===== config.mk =====
export PLATFORM = sky130hd
export DESIGN_NAME = pe_activity_ctrl
export DESIGN_NICKNAME = d
export VERILOG_FILES = /design/src/rtl/pe_act_pkg.sv /design/src/rtl/pe_act_decode.sv /design/src/rtl/pe_act_mask_bank.sv /design/src/rtl/pe_act_or_tree.sv /design/src/rtl/pe_activity_ctrl.sv
export SDC_FILE = /design/constraint.sdc
export NUM_CORES = 1
export LEC_CHECK = 0
export CORE_ASPECT_RATIO = 1.25
export CORE_MARGIN = 2
export CORE_UTILIZATION = 35
export DETAILED_ROUTE_END_ITERATION = 10
export HOLD_SLACK_MARGIN = 0.1
export PLACE_DENSITY = 0.87
export SYNTH_ARGS = -nofsm -noshare
export SYNTH_HDL_FRONTEND = slang
export SYNTH_SLANG_ARGS = --single-unit

===== constraint.sdc =====
create_clock -name clk -period 2.85 [get_ports clk]
set_clock_uncertainty 0.05 [all_clocks]
set_input_delay 0.57 -clock clk [delete_from_list [all_inputs] [get_ports clk]]
set_output_delay 0.57 -clock clk [all_outputs]
set_load 0.03 [all_outputs]

===== src/rtl/pe_act_pkg.sv =====
package pe_act_pkg;

    typedef enum logic [1:0] {
        ACC_NONE  = 2'd0,
        ACC_MASK  = 2'd1,
        ACC_ORSUM = 2'd2
    } acc_kind_e;

    function automatic int idx_width(input int n);
        return (n < 2) ? 1 : $clog2(n);
    endfunction

endpackage


===== src/rtl/pe_act_decode.sv =====
module pe_act_decode
    import pe_act_pkg::*;
#(
    parameter int                N          = 8,
    parameter int                ADDR_W     = 20,
    parameter logic [ADDR_W-1:0] MASK_BASE  = 20'h90000,
    parameter int                WIN_SIZE   = 256,
    parameter logic [ADDR_W-1:0] ORSUM_ADDR = 20'h09005,
    localparam int               ID_W       = idx_width(N)
) (
    input  logic [ADDR_W-1:0] addr,
    output acc_kind_e         kind,
    output logic [ID_W-1:0]   idx
);
    logic [ADDR_W-1:0] off;
    logic              in_win;

    always_comb begin
        off    = addr - MASK_BASE;
        in_win = (addr >= MASK_BASE) && (off < ADDR_W'(WIN_SIZE));
        idx    = off[ID_W-1:0];
        kind   = ACC_NONE;
        if (in_win) begin
            if (off < ADDR_W'(N)) begin
                kind = ACC_MASK;
            end
        end else if (addr == ORSUM_ADDR) begin
            kind = ACC_ORSUM;
        end
    end
endmodule


===== src/rtl/pe_act_mask_bank.sv =====
module pe_act_mask_bank
    import pe_act_pkg::*;
#(
    parameter int  N    = 8,
    localparam int ID_W = idx_width(N)
) (
    input  logic            clk,
    input  logic            rst_n,
    input  logic            wr_en,
    input  logic [ID_W-1:0] wr_idx,
    input  logic            wr_bit,
    input  logic            exec_strobe,
    output logic [N-1:0]    mask_q,
    output logic [N-1:0]    exec_en
);
    logic [N-1:0] mask_d;

    always_comb begin
        mask_d = mask_q;
        if (wr_en) begin
            mask_d[wr_idx] = wr_bit;
        end
        exec_en = {N{exec_strobe}} & mask_q;
    end

    always_ff @(posedge clk or negedge rst_n) begin
        if (!rst_n) begin
            mask_q <= '1;
        end else begin
            mask_q <= mask_d;
        end
    end
endmodule


===== src/rtl/pe_act_or_tree.sv =====
module pe_act_or_tree #(
    parameter int  N      = 8,
    localparam int LEVELS = (N < 2) ? 0 : $clog2(N)
) (
    input  logic         clk,
    input  logic         rst_n,
    input  logic [N-1:0] leaves,
    output logic         any_q
);
    generate
        if (LEVELS == 0) begin : g_flat
            assign any_q = leaves[0];
        end else begin : g_tree
            localparam int P = 1 << LEVELS;

            logic [P-1:0]   lf;
            logic [P-1:1]   node_d;
            logic [P-1:1]   node_q;
            logic [2*P-1:1] all_n;

            always_comb begin
                lf        = '0;
                lf[N-1:0] = leaves;
                all_n     = {lf, node_q};
                node_d    = node_q;
                for (int i = 1; i < P; i++) begin
                    node_d[i] = all_n[2*i] | all_n[2*i+1];
                end
            end

            always_ff @(posedge clk or negedge rst_n) begin
                if (!rst_n) begin
                    node_q <= '1;
                end else begin
                    node_q <= node_d;
                end
            end

            assign any_q = all_n[1];
        end
    endgenerate
endmodule


===== src/rtl/pe_activity_ctrl.sv =====
module pe_activity_ctrl
    import pe_act_pkg::*;
#(
    parameter int                N          = 8,
    parameter int                ADDR_W     = 20,
    parameter int                DATA_W     = 32,
    parameter logic [ADDR_W-1:0] MASK_BASE  = 20'h90000,
    parameter int                WIN_SIZE   = 256,
    parameter logic [ADDR_W-1:0] ORSUM_ADDR = 20'h09005,
    localparam int               ID_W       = idx_width(N),
    localparam int               LEVELS     = (N < 2) ? 0 : $clog2(N),
    localparam int               CNT_W      = (LEVELS < 1) ? 1 : $clog2(LEVELS + 1)
) (
    input  logic              clk,
    input  logic              rst_n,
    input  logic              req_valid,
    input  logic              req_write,
    input  logic [ADDR_W-1:0] req_addr,
    input  logic [DATA_W-1:0] req_wdata,
    output logic              rsp_valid,
    output logic [DATA_W-1:0] rsp_rdata,
    input  logic              exec_strobe,
    output logic [N-1:0]      pe_exec_en,
    output logic [N*ID_W-1:0] pe_ident,
    output logic              or_busy
);
    typedef struct packed {
        logic              rsp_valid;
        logic [DATA_W-1:0] rsp_data;
        logic [CNT_W-1:0]  busy_cnt;
    } ctl_t;

    ctl_t            ctl_d, ctl_q;
    acc_kind_e       kind;
    logic [ID_W-1:0] idx;
    logic [N-1:0]    mask_q;
    logic            or_any;
    logic            mask_wr;
    logic            wdata_hi_unused;

    assign wdata_hi_unused = |req_wdata[DATA_W-1:1];

    pe_act_decode #(
        .N(N), .ADDR_W(ADDR_W), .MASK_BASE(MASK_BASE),
        .WIN_SIZE(WIN_SIZE), .ORSUM_ADDR(ORSUM_ADDR)
    ) u_decode (
        .addr(req_addr),
        .kind(kind),
        .idx (idx)
    );

    assign mask_wr = req_valid && req_write && (kind == ACC_MASK);

    pe_act_mask_bank #(.N(N)) u_bank (
        .clk        (clk),
        .rst_n      (rst_n),
        .wr_en      (mask_wr),
        .wr_idx     (idx),
        .wr_bit     (req_wdata[0]),
        .exec_strobe(exec_strobe),
        .mask_q     (mask_q),
        .exec_en    (pe_exec_en)
    );

    pe_act_or_tree #(.N(N)) u_tree (
        .clk   (clk),
        .rst_n (rst_n),
        .leaves(mask_q),
        .any_q (or_any)
    );

    generate
        for (genvar g = 0; g < N; g++) begin : g_ident
            assign pe_ident[g*ID_W +: ID_W] = ID_W'(g);
        end
    endgenerate

    always_comb begin
        ctl_d           = ctl_q;
        ctl_d.rsp_valid = req_valid && !req_write;
        ctl_d.rsp_data  = '0;
        if (req_valid && !req_write) begin
            case (kind)
                ACC_MASK:  ctl_d.rsp_data[0] = mask_q[idx];
                ACC_ORSUM: ctl_d.rsp_data[0] = or_any;
                default:   ctl_d.rsp_data    = '0;
            endcase
        end
        if (mask_wr) begin
            ctl_d.busy_cnt = CNT_W'(LEVELS);
        end else if (ctl_q.busy_cnt != '0) begin
            ctl_d.busy_cnt = ctl_q.busy_cnt - 1'b1;
        end
    end

    always_ff @(posedge clk or negedge rst_n) begin
        if (!rst_n) begin
            ctl_q <= '0;
        end else begin
            ctl_q <= ctl_d;
        end
    end

    assign rsp_valid = ctl_q.rsp_valid;
    assign rsp_rdata = ctl_q.rsp_data;
    assign or_busy   = (ctl_q.busy_cnt != '0);
endmodule


* Word-level counts from Yosys, hierarchy flattened
Cells that the tools add are included.
** Storage, ports and cells
- Register bits :: 19
- Input bits :: 57
- Output and inout port bits :: 66
- Word-level logic and storage cells :: 43
** Cells by class
- $add $sub $neg :: 2
- Magnitude comparators :: 5
- Eq/ne operators :: 3
- Muxes and demuxes :: 12
- Bitwise logic cells :: 8
- Reduce and logical (&&, ||, !) cells :: 8
** Operators with widths (count)
- 20-bit by 16-bit == test with 1-bit output, second input constant :: 1
- 20-bit >= comparator, second input constant :: 1
- 20-bit by 4-bit < comparator with 1-bit output, second input constant :: 1
- 20-bit by 9-bit < comparator with 1-bit output, second input constant :: 1
- 20-bit subtractor, second input constant :: 1
- 8-bit AND :: 1
- 8-bit bitwise mux :: 1
- 2-bit two-way mux :: 4
- 1-bit bitwise OR :: 7
- 1-bit logical AND :: 5
- 3-bit by 4-bit < comparator with 1-bit output, second input constant :: 1
- 1-bit two-way mux :: 4
- 2-bit nonzero test :: 2
- 1-bit binary-select mux with 3-bit select :: 1
- 1-bit demux with 3-bit select :: 1
- 3-bit by 1-bit >= comparator with 1-bit output, second input constant :: 1
- 2-bit by 1-bit == test with 1-bit output, second input constant :: 1
- 2-bit == test, second input constant :: 1
- 1-bit case mux with 2 select lines :: 1
- 2-bit by 1-bit subtractor with 2-bit output, second input constant :: 1
- 1-bit logical NOT :: 1

* Logic depth before layout (Yosys ltp)
Gate-level depths: netlist of the first run.
- Depth in word-level cells :: 7
- Mapped depth :: 5
- Gate-level depth less buffers :: 5

* By module
Synthesis of the first run repeated with hierarchy kept, for this count alone.
** Second synthesis, totals
- Cells, all modules :: 148
- Area total of the unflattened synthesis :: 1490.2 µm²
** By module, submodules not included
- pe_activity_ctrl :: times used 1, cells an instance 89, area an instance 728.2 µm², sequential area each 100.1 µm²
- pe_act_mask_bank :: times used 1, cells an instance 32, area an instance 446.7 µm², sequential area each 210.2 µm²
- pe_act_or_tree :: times used 1, cells an instance 14, area an instance 227.7 µm², sequential area each 183.9 µm²
- pe_act_decode :: times used 1, cells an instance 13, area an instance 87.6 µm², sequential area each 0.0 µm²

* Worst setup path after synthesis of the first run
No wires, ideal clock.
- Path type :: input-to-reg
- Start point :: input port req_addr[7]
- End point :: register u_bank.mask_q[4]
- Setup time :: 0.085 ns
- Data arrival time :: 1.942 ns
- Data required time :: 2.715 ns
- Slack :: 0.774 ns
- Stages on the path :: 4
- Path buffers :: 0
- Cell sequence :: or4_4 -> nor4b_4 -> nand4_1 -> mux2_1
** Between the ends
- Cells in the longest elaborated chain, start to end :: 6
- Elaborated cells on any way between the ends :: 11
- Those cells by class :: add/sub: 1; order compare: 3; eq/ne: 2; mux: 3; reduce/logical: 2
** RTL lines
- start: declaration :: RTL line pe_activity_ctrl.sv:18 : input logic [ADDR_W-1:0] req_addr,
- 20-bit subtractor :: RTL line pe_act_decode.sv:19 : off = addr - MASK_BASE;
- 20-bit by 4-bit < comparator with 1-bit output / 20-bit by 9-bit < comparator with 1-bit output (equally long branches) :: RTL line pe_act_decode.sv:24, pe_act_decode.sv:20
- 1-bit two-way mux / 1-bit logical AND (equally long branches) :: RTL line pe_act_decode.sv:24, pe_act_decode.sv:20
- 2-bit two-way mux (*) :: RTL line pe_act_decode.sv:23 : if (in_win) begin
- 2-bit by 1-bit == test with 1-bit output (*) :: RTL line pe_activity_ctrl.sv:52 : assign mask_wr = req_valid && req_write && (kind == ACC_MASK);
- 1-bit logical AND (*) :: RTL line pe_activity_ctrl.sv:52
- end signal: assignment :: RTL line pe_act_mask_bank.sv:30 : mask_q <= mask_d;
- end: declaration :: RTL line pe_act_mask_bank.sv:13 : output logic [N-1:0] mask_q,
Every way passes the cells marked *; elsewhere a longest branch is shown, timed or not.
A chain may end at the register's enable or synchronous reset.

* Worst setup path after layout of the first run
- Start point :: input port exec_strobe
- End point :: output port pe_exec_en[5]
** Between the ends
- Cells in the longest elaborated chain, start to end :: 1
** RTL lines
- start: declaration :: RTL line pe_activity_ctrl.sv:22 : input logic exec_strobe,
- 8-bit AND :: RTL line pe_act_mask_bank.sv:23 : exec_en = {N{exec_strobe}} & mask_q;
- end: declaration :: RTL line pe_activity_ctrl.sv:23 : output logic [N-1:0] pe_exec_en,
Every way passes these cells.

==> results.toml, run 1 <==
[die]
die_height_um = 75.9
coreArea_um2 = 4030
die_x_um = 61.5
start_util = 0.359
io-pin-count = 123
rows = 26
die_area_um2 = 4670

[cells_and_area]
fin_nets = 245
area_growth_pct = 17.7
drive_above_1_share = 0.188
fin_area_um2 = 1710
fin_util = 0.423
antenna_cells = 0

[pwr]
clkPwrFrac = 0.251
power_uw = 740
p_leak_nw = 0.794
switching_share = 0.361
p_int_uw = 473
p_sw_uw = 267
pwr-share-comb = 0.351
power-per-cell-area_nw_per_um2 = 434
ir_drop_v = 0.000281
seq_power_share = 0.398

[yosys]
yosysTopAreaCell = "buf_4"
yosys-top-cells-area = "buf_4, dfstp_2, dfrtp_1, mux2_2, and2_1"
synth_cell_type_count = 33
netlist_instances = 149
synth.cell_area_um2 = 1450
postSynthAreaPerCell_um2 = 9.72
synth_adder_area_share = 0.00864
synth_top_area_frac = 0.290
synth.ff_latch_count = 19
muxShareOfSynthArea = 0.0838
yosys.area_share.simple = 0.225
synth-compound-area-share = 0.0268
yosysWarnings = 0
synth_xor_area_frac = 0.00604
synth_top_family_by_area = "buffers and inverters"
yosysSeqAreaShare = 0.341

[critical_path]
crit_arrival_ns = 1.96
start_kind = "primary input"
cp.required_ns = 2.23
end_kind = "output port"
cp_max_fo = 8
path_class = "in -> out"

[clock_network]
insertion_delay_ns = 0.25
root_buffer = "clkbuf_8"
cts-hold-fix-buffers = 0
cts_resized = 0
tritoncts = "yes"
cts.clk_slew.worst_paths_ns = 0.07
h-tree-depth = 1
cts_sinks = 19
cts_buffers = 3
post_cts_buffers = 0
clk_path_buf_depth = 2

[drt]
drt_pre_antenna_iters = 4
vias_per_cell = 3.98
vias = 962
drt_iter0_drc = 32
ant_nets = 0
drc = 0
routed_wl_mm = 2.50
wl_per_cell_um = 10.3

[timing]
finalSetupViolCount = 0
tns_ns = 0
rsz0062_at_grt = "no"
fin_crit_sh = 0.905
final-hold-violation-count = 0
setup_ws_ns = 0.271
max_slew_margin = 0.443
tightest_slew_ns = 0.833
fin_crit_ns = 2.58
maxSlewViolCount = 0
fmax_mhz = 388

[global_routing]
grt_max_degree = 20
grt_usage = 0.109
grt_overflow_total = 0
grt_pass1_wl_mm = 3.95
grt_pass1_vias = 912
grt_antenna_before_repair = 0

[placed_design]
dpl-instance-area_um2 = 1660
port_buffers = 36
dpl.hpwl_mm = 2.08
dp_slack_ns = 0.243
gp_congestion = 0.821

[min_path]
hp-class = "reg -> reg"

[job]
timing.max_cap.violations = 0

[run_status]
status = "finished clean"
-- sequential cells by signal, indices dropped and copies added, names as in the netlist --
name                  count
u_bank.mask_q             8
u_tree.g_tree.node_q      7
ctl_q                     2
rsp_rdata                 1
rsp_valid                 1
-- Yosys cell counts, drive strengths merged --
cell	n
conb	2
nor3	3
nand3	5
nand4b	1
o22ai	1
and2	8
a211oi	1
nand4bb	1
inv	4
xor2	1
buf	57
o2111a	1
nor2b	3
or3	2
nor4b	1
mux2	9
a2111oi	1
dfrtp	4
nand3b	1
nand2b	1
mux2i	2
nand2	6
or2	7
nor4	2
dfstp	15
nand4	3
nor2	3
ha	1
or4	2
o21ai	1
-- area by class of cell --
class	count	area, um^2
fillers	393	2330
multi-input cells	122	713
flip-flops and latches	19	494
repair buffers	37	368
well taps	56	70.1
clock buffers	4	45.0
inverters	4	15.0
-- logic make-up (layout without fill, tap and decap cells) --
family | Yosys count | count (layout)
compound gates | 5 | 5
xor+xnor | 1 | 1
fa+ha+maj | 1 | 1
buf+inv | 61 | 45
flops | 19 | 19
mux | 11 | 11
other cells | 2 | 55
simple gates | 49 | 49
-- path summary, 6_finish.rpt --
kind	end	start	cells after the start	slack [ns]
setup / recovery	pe_exec_en[5]	exec_strobe	3	0.27
min in group asynchronous	ctl_q[0]$_DFFE_PN0P_	rst_n	1	0.75
hold reg to reg	ctl_q[0]$_DFFE_PN0P_	ctl_q[0]$_DFFE_PN0P_	2	0.47
max in group asynchronous	ctl_q[1]$_DFFE_PN0P_	rst_n	1	1.49
setup reg to reg	rsp_rdata[0]$_DFF_PN0_	u_bank.mask_q[0]$_DFFE_PN1P_	4	1.46
hold / removal	ctl_q[0]$_DFFE_PN0P_	ctl_q[0]$_DFFE_PN0P_	2	0.47
-- power groups by stage --
stage / clock network [mW] / registers [mW] / logic (mW)
after floorplan: 0 / 0.299 / 0.242
after global placement: 0 / 0.298 / 0.253
after detailed placement: 0 / 0.299 / 0.260
after CTS: 0.191 / 0.295 / 0.262
after global routing: 0.203 / 0.296 / 0.286
final: 0.186 / 0.294 / 0.260
-- cells in the final DEF, fill, tap and decap left out, drive strengths merged --
cell	Yosys	routed
conb	2	55
clkdlybuf4s50	0	36
dfstp	15	15
mux2	9	9
and2	8	8
or2	7	7
nand2	6	6
nand3	5	5
inv	4	4
dfrtp	4	4
clkbuf	0	4
nor2b	3	3
nor3	3	3
nor2	3	3
nand4	3	3
mux2i	2	2
or4	2	2
or3	2	2
nor4	2	2
nand4bb	1	1
a2111oi	1	1
a211oi	1	1
nand4b	1	1
nand3b	1	1
o21ai	1	1
o22ai	1	1
o2111a	1	1
nor4b	1	1
nand2b	1	1
xor2	1	1
ha	1	1
buf	57	1
-- critical path, cell delays in order --
cell and delay [ns]:
clkdlybuf4s50_1 0.55, and2_1 0.17, clkdlybuf4s50_1 0.67
-- per-layer routing --
layer  vias to the layer above  GRT usage  part of all wire
met1                       448      0.128              0.36
met4                         0     0.0277                 0
met5                         -          0                 0
met3                         0     0.0239             0.086
met2                        55      0.192              0.55
li1                        459          -                 -
-- metrics by stage --
stage	hold slack, ns	instances
finish	0.472	242
global route	0.515	242
CTS	0.480	242
detailed placement	0.462	238
global placement	0.449	238
floorplan	0.224	202
(Power assumes the default switching activity.)
==> inputs of run 2 (changes only) <==
ABC_AREA = 1   (was not set)
PLACE_DENSITY = 0.84   (was 0.87)
==> results.toml, run 2 <==
[clock_network]
insertion_delay_ns = 0.25
h-tree-depth = 1
cts-hold-fix-buffers = 0
cts.clk_slew.worst_paths_ns = 0.06
cts_buffers = 3
tritoncts = "yes"
cts_resized = 0
clk_path_buf_depth = 2
cts_sinks = 19
post_cts_buffers = 0
root_buffer = "clkbuf_8"

[cells_and_area]
reg_top3 = "u_bank.mask_q x8, u_tree.g_tree.node_q x7, ctl_q x2"
nFillCells = 460
area_growth_pct = 14.0
fin_nets = 316
regMostFlops = "u_bank.mask_q"
drive_above_1_share = 0.101
final_common_cell = "nand2_1"
largest_reg_flops = 8
final_cell_mix = "nand2_1, conb_1, clkdlybuf4s50_1, inv_1, dfstp_2"
antenna_cells = 0

[drt]
wl_per_cell_um = 7.80
vias_per_cell = 3.92
top_layer = "met4"
dr_wl_met3_um = 143
routed_wl_mm = 2.46
wl_met1_um = 920
wl_met2_mm = 1.35
drt_pre_antenna_iters = 4
ant_nets = 0
drc = 0
drt_iter0_drc = 19
vias = 1234

[critical_path]
cp_max_fo = 8
reg2reg_depth = 10
start_kind = "primary input"
cp.required_ns = 2.23
r2r_slack_ns = 1.64
crit_arrival_ns = 2.04
reg2reg_from = "u_bank.mask_q[3]$_DFFE_PN1P_"
reg2reg_to = "rsp_rdata[0]$_DFF_PN0_"
path_class = "in -> out"
end_kind = "output port"

[pwr]
switching_share = 0.371
power-per-cell-area_nw_per_um2 = 416
seq_power_share = 0.391
p_int_uw = 474
p_leak_nw = 0.945
ir_drop_v = 0.000166
pwr-share-comb = 0.372
clkPwrFrac = 0.237
p_sw_uw = 279

[yosys]
synth_top_area_frac = 0.270
netlist_instances = 224
synthTopCellsByCount = "nand2_1, buf_4, inv_1, dfstp_2, nor2_1"
postSynthAreaPerCell_um2 = 7.09
synth.ff_latch_count = 19
yosys-top-cells-area = "buf_4, dfstp_2, nand2_1, inv_1, dfrtp_1"
ys_async_sr_fraction = 1.00
yosysSeqAreaShare = 0.311
yosysWarnings = 0
yosysMostFrequentCell = "nand2_1"
synth_edf_count = 0
synth_cell_type_count = 19
synth.cell_area_um2 = 1590
yosysTopAreaCell = "buf_4"
synth_top_flop_cell = "dfstp_2"

[global_routing]
grt_max_degree = 20
grt_usage = 0.104
grt_overflow_total = 0
grt_pass1_vias = 1101
grt_antenna_before_repair = 0
grt_pass1_wl_mm = 4.35

[placed_design]
dp_slack_ns = 0.141
gp_congestion = 0.747
dpl.hpwl_mm = 2.11
port_buffers = 36

[run_status]
status = "finished clean"

[min_path]
holdPathEnd = "ctl_q[0]$_DFFE_PN0P_"
hp-class = "reg -> reg"
hold_start = "ctl_q[0]$_DFFE_PN0P_"
min_path_cells = 2

[die]
die_x_um = 64.2
coreArea_um2 = 4390
die_area_um2 = 5090
rows = 27
io-pin-count = 123
die_height_um = 79.3
start_util = 0.362

[timing]
max_slew_margin = 0.487
tns_ns = 0
fin_crit_sh = 0.932
tightest_slew_ns = 0.767
final-hold-violation-count = 0
fmax_mhz = 377
whs_ns = 0.446
fin_crit_ns = 2.66
finalSetupViolCount = 0
maxSlewViolCount = 0
rsz0062_at_grt = "no"
setup_ws_ns = 0.194

[job]
timing.max_cap.violations = 0
## run 2: kinds of logic after synthesis
logic type,share of synthesized area
simple gates,0.305
flops,0.311
compound gates,0.00473
fa+ha+maj,0.00788
other cells,0.00473
buf+inv,0.366
## run 2: critical path, stage by stage
cell and delay (ns):
clkdlybuf4s50_1 0.64, nand2_1 0.10, inv_1 0.07, clkdlybuf4s50_1 0.66
## run 2: power groups by stage
stage / clock network [mW] / registers [mW] / logic (mW)
2_1_floorplan: 0 / 0.299 / 0.256
3_3_place_gp: 0 / 0.298 / 0.277
3_5_place_dp: 0 / 0.299 / 0.282
4_1_cts: 0.184 / 0.295 / 0.282
5_1_grt: 0.195 / 0.297 / 0.305
6_report: 0.179 / 0.294 / 0.280
## run 2: worst max path at each step
stage,startpoint,endpoint
6_report,exec_strobe,pe_exec_en[7]
5_1_grt,exec_strobe,pe_exec_en[2]
4_1_cts,exec_strobe,pe_exec_en[7]
3_5_place_dp,exec_strobe,pe_exec_en[7]
3_3_place_gp,exec_strobe,pe_exec_en[7]
2_1_floorplan,exec_strobe,pe_exec_en[6]
## run 2: metrics by stage
stage	instances	power, mW	util	instance area [um^2]
floorplan	277	0.554	-	1790
global route	315	0.797	0.412	1810
CTS	315	0.761	0.412	1810
detailed placement	311	0.581	0.402	1770
global placement	311	0.575	0.402	1770
finish	315	0.753	0.412	1810
## run 2: layout make-up
class	instances	area, um^2	area share
sequential	19	494	0.273
clock buffer	4	45.0	0.0249
multi-input combinational	164	711	0.393
inverter	34	128	0.0705
tap	58	72.6	0.0401
timing repair buffer	36	360	0.199
## run 2: metal layers
layer	vias to the layer above	GRT usage
met4	0	0.0447
met3	5	0.00850
met5	-	0
met2	48	0.203
li1	634	-
met1	547	0.112
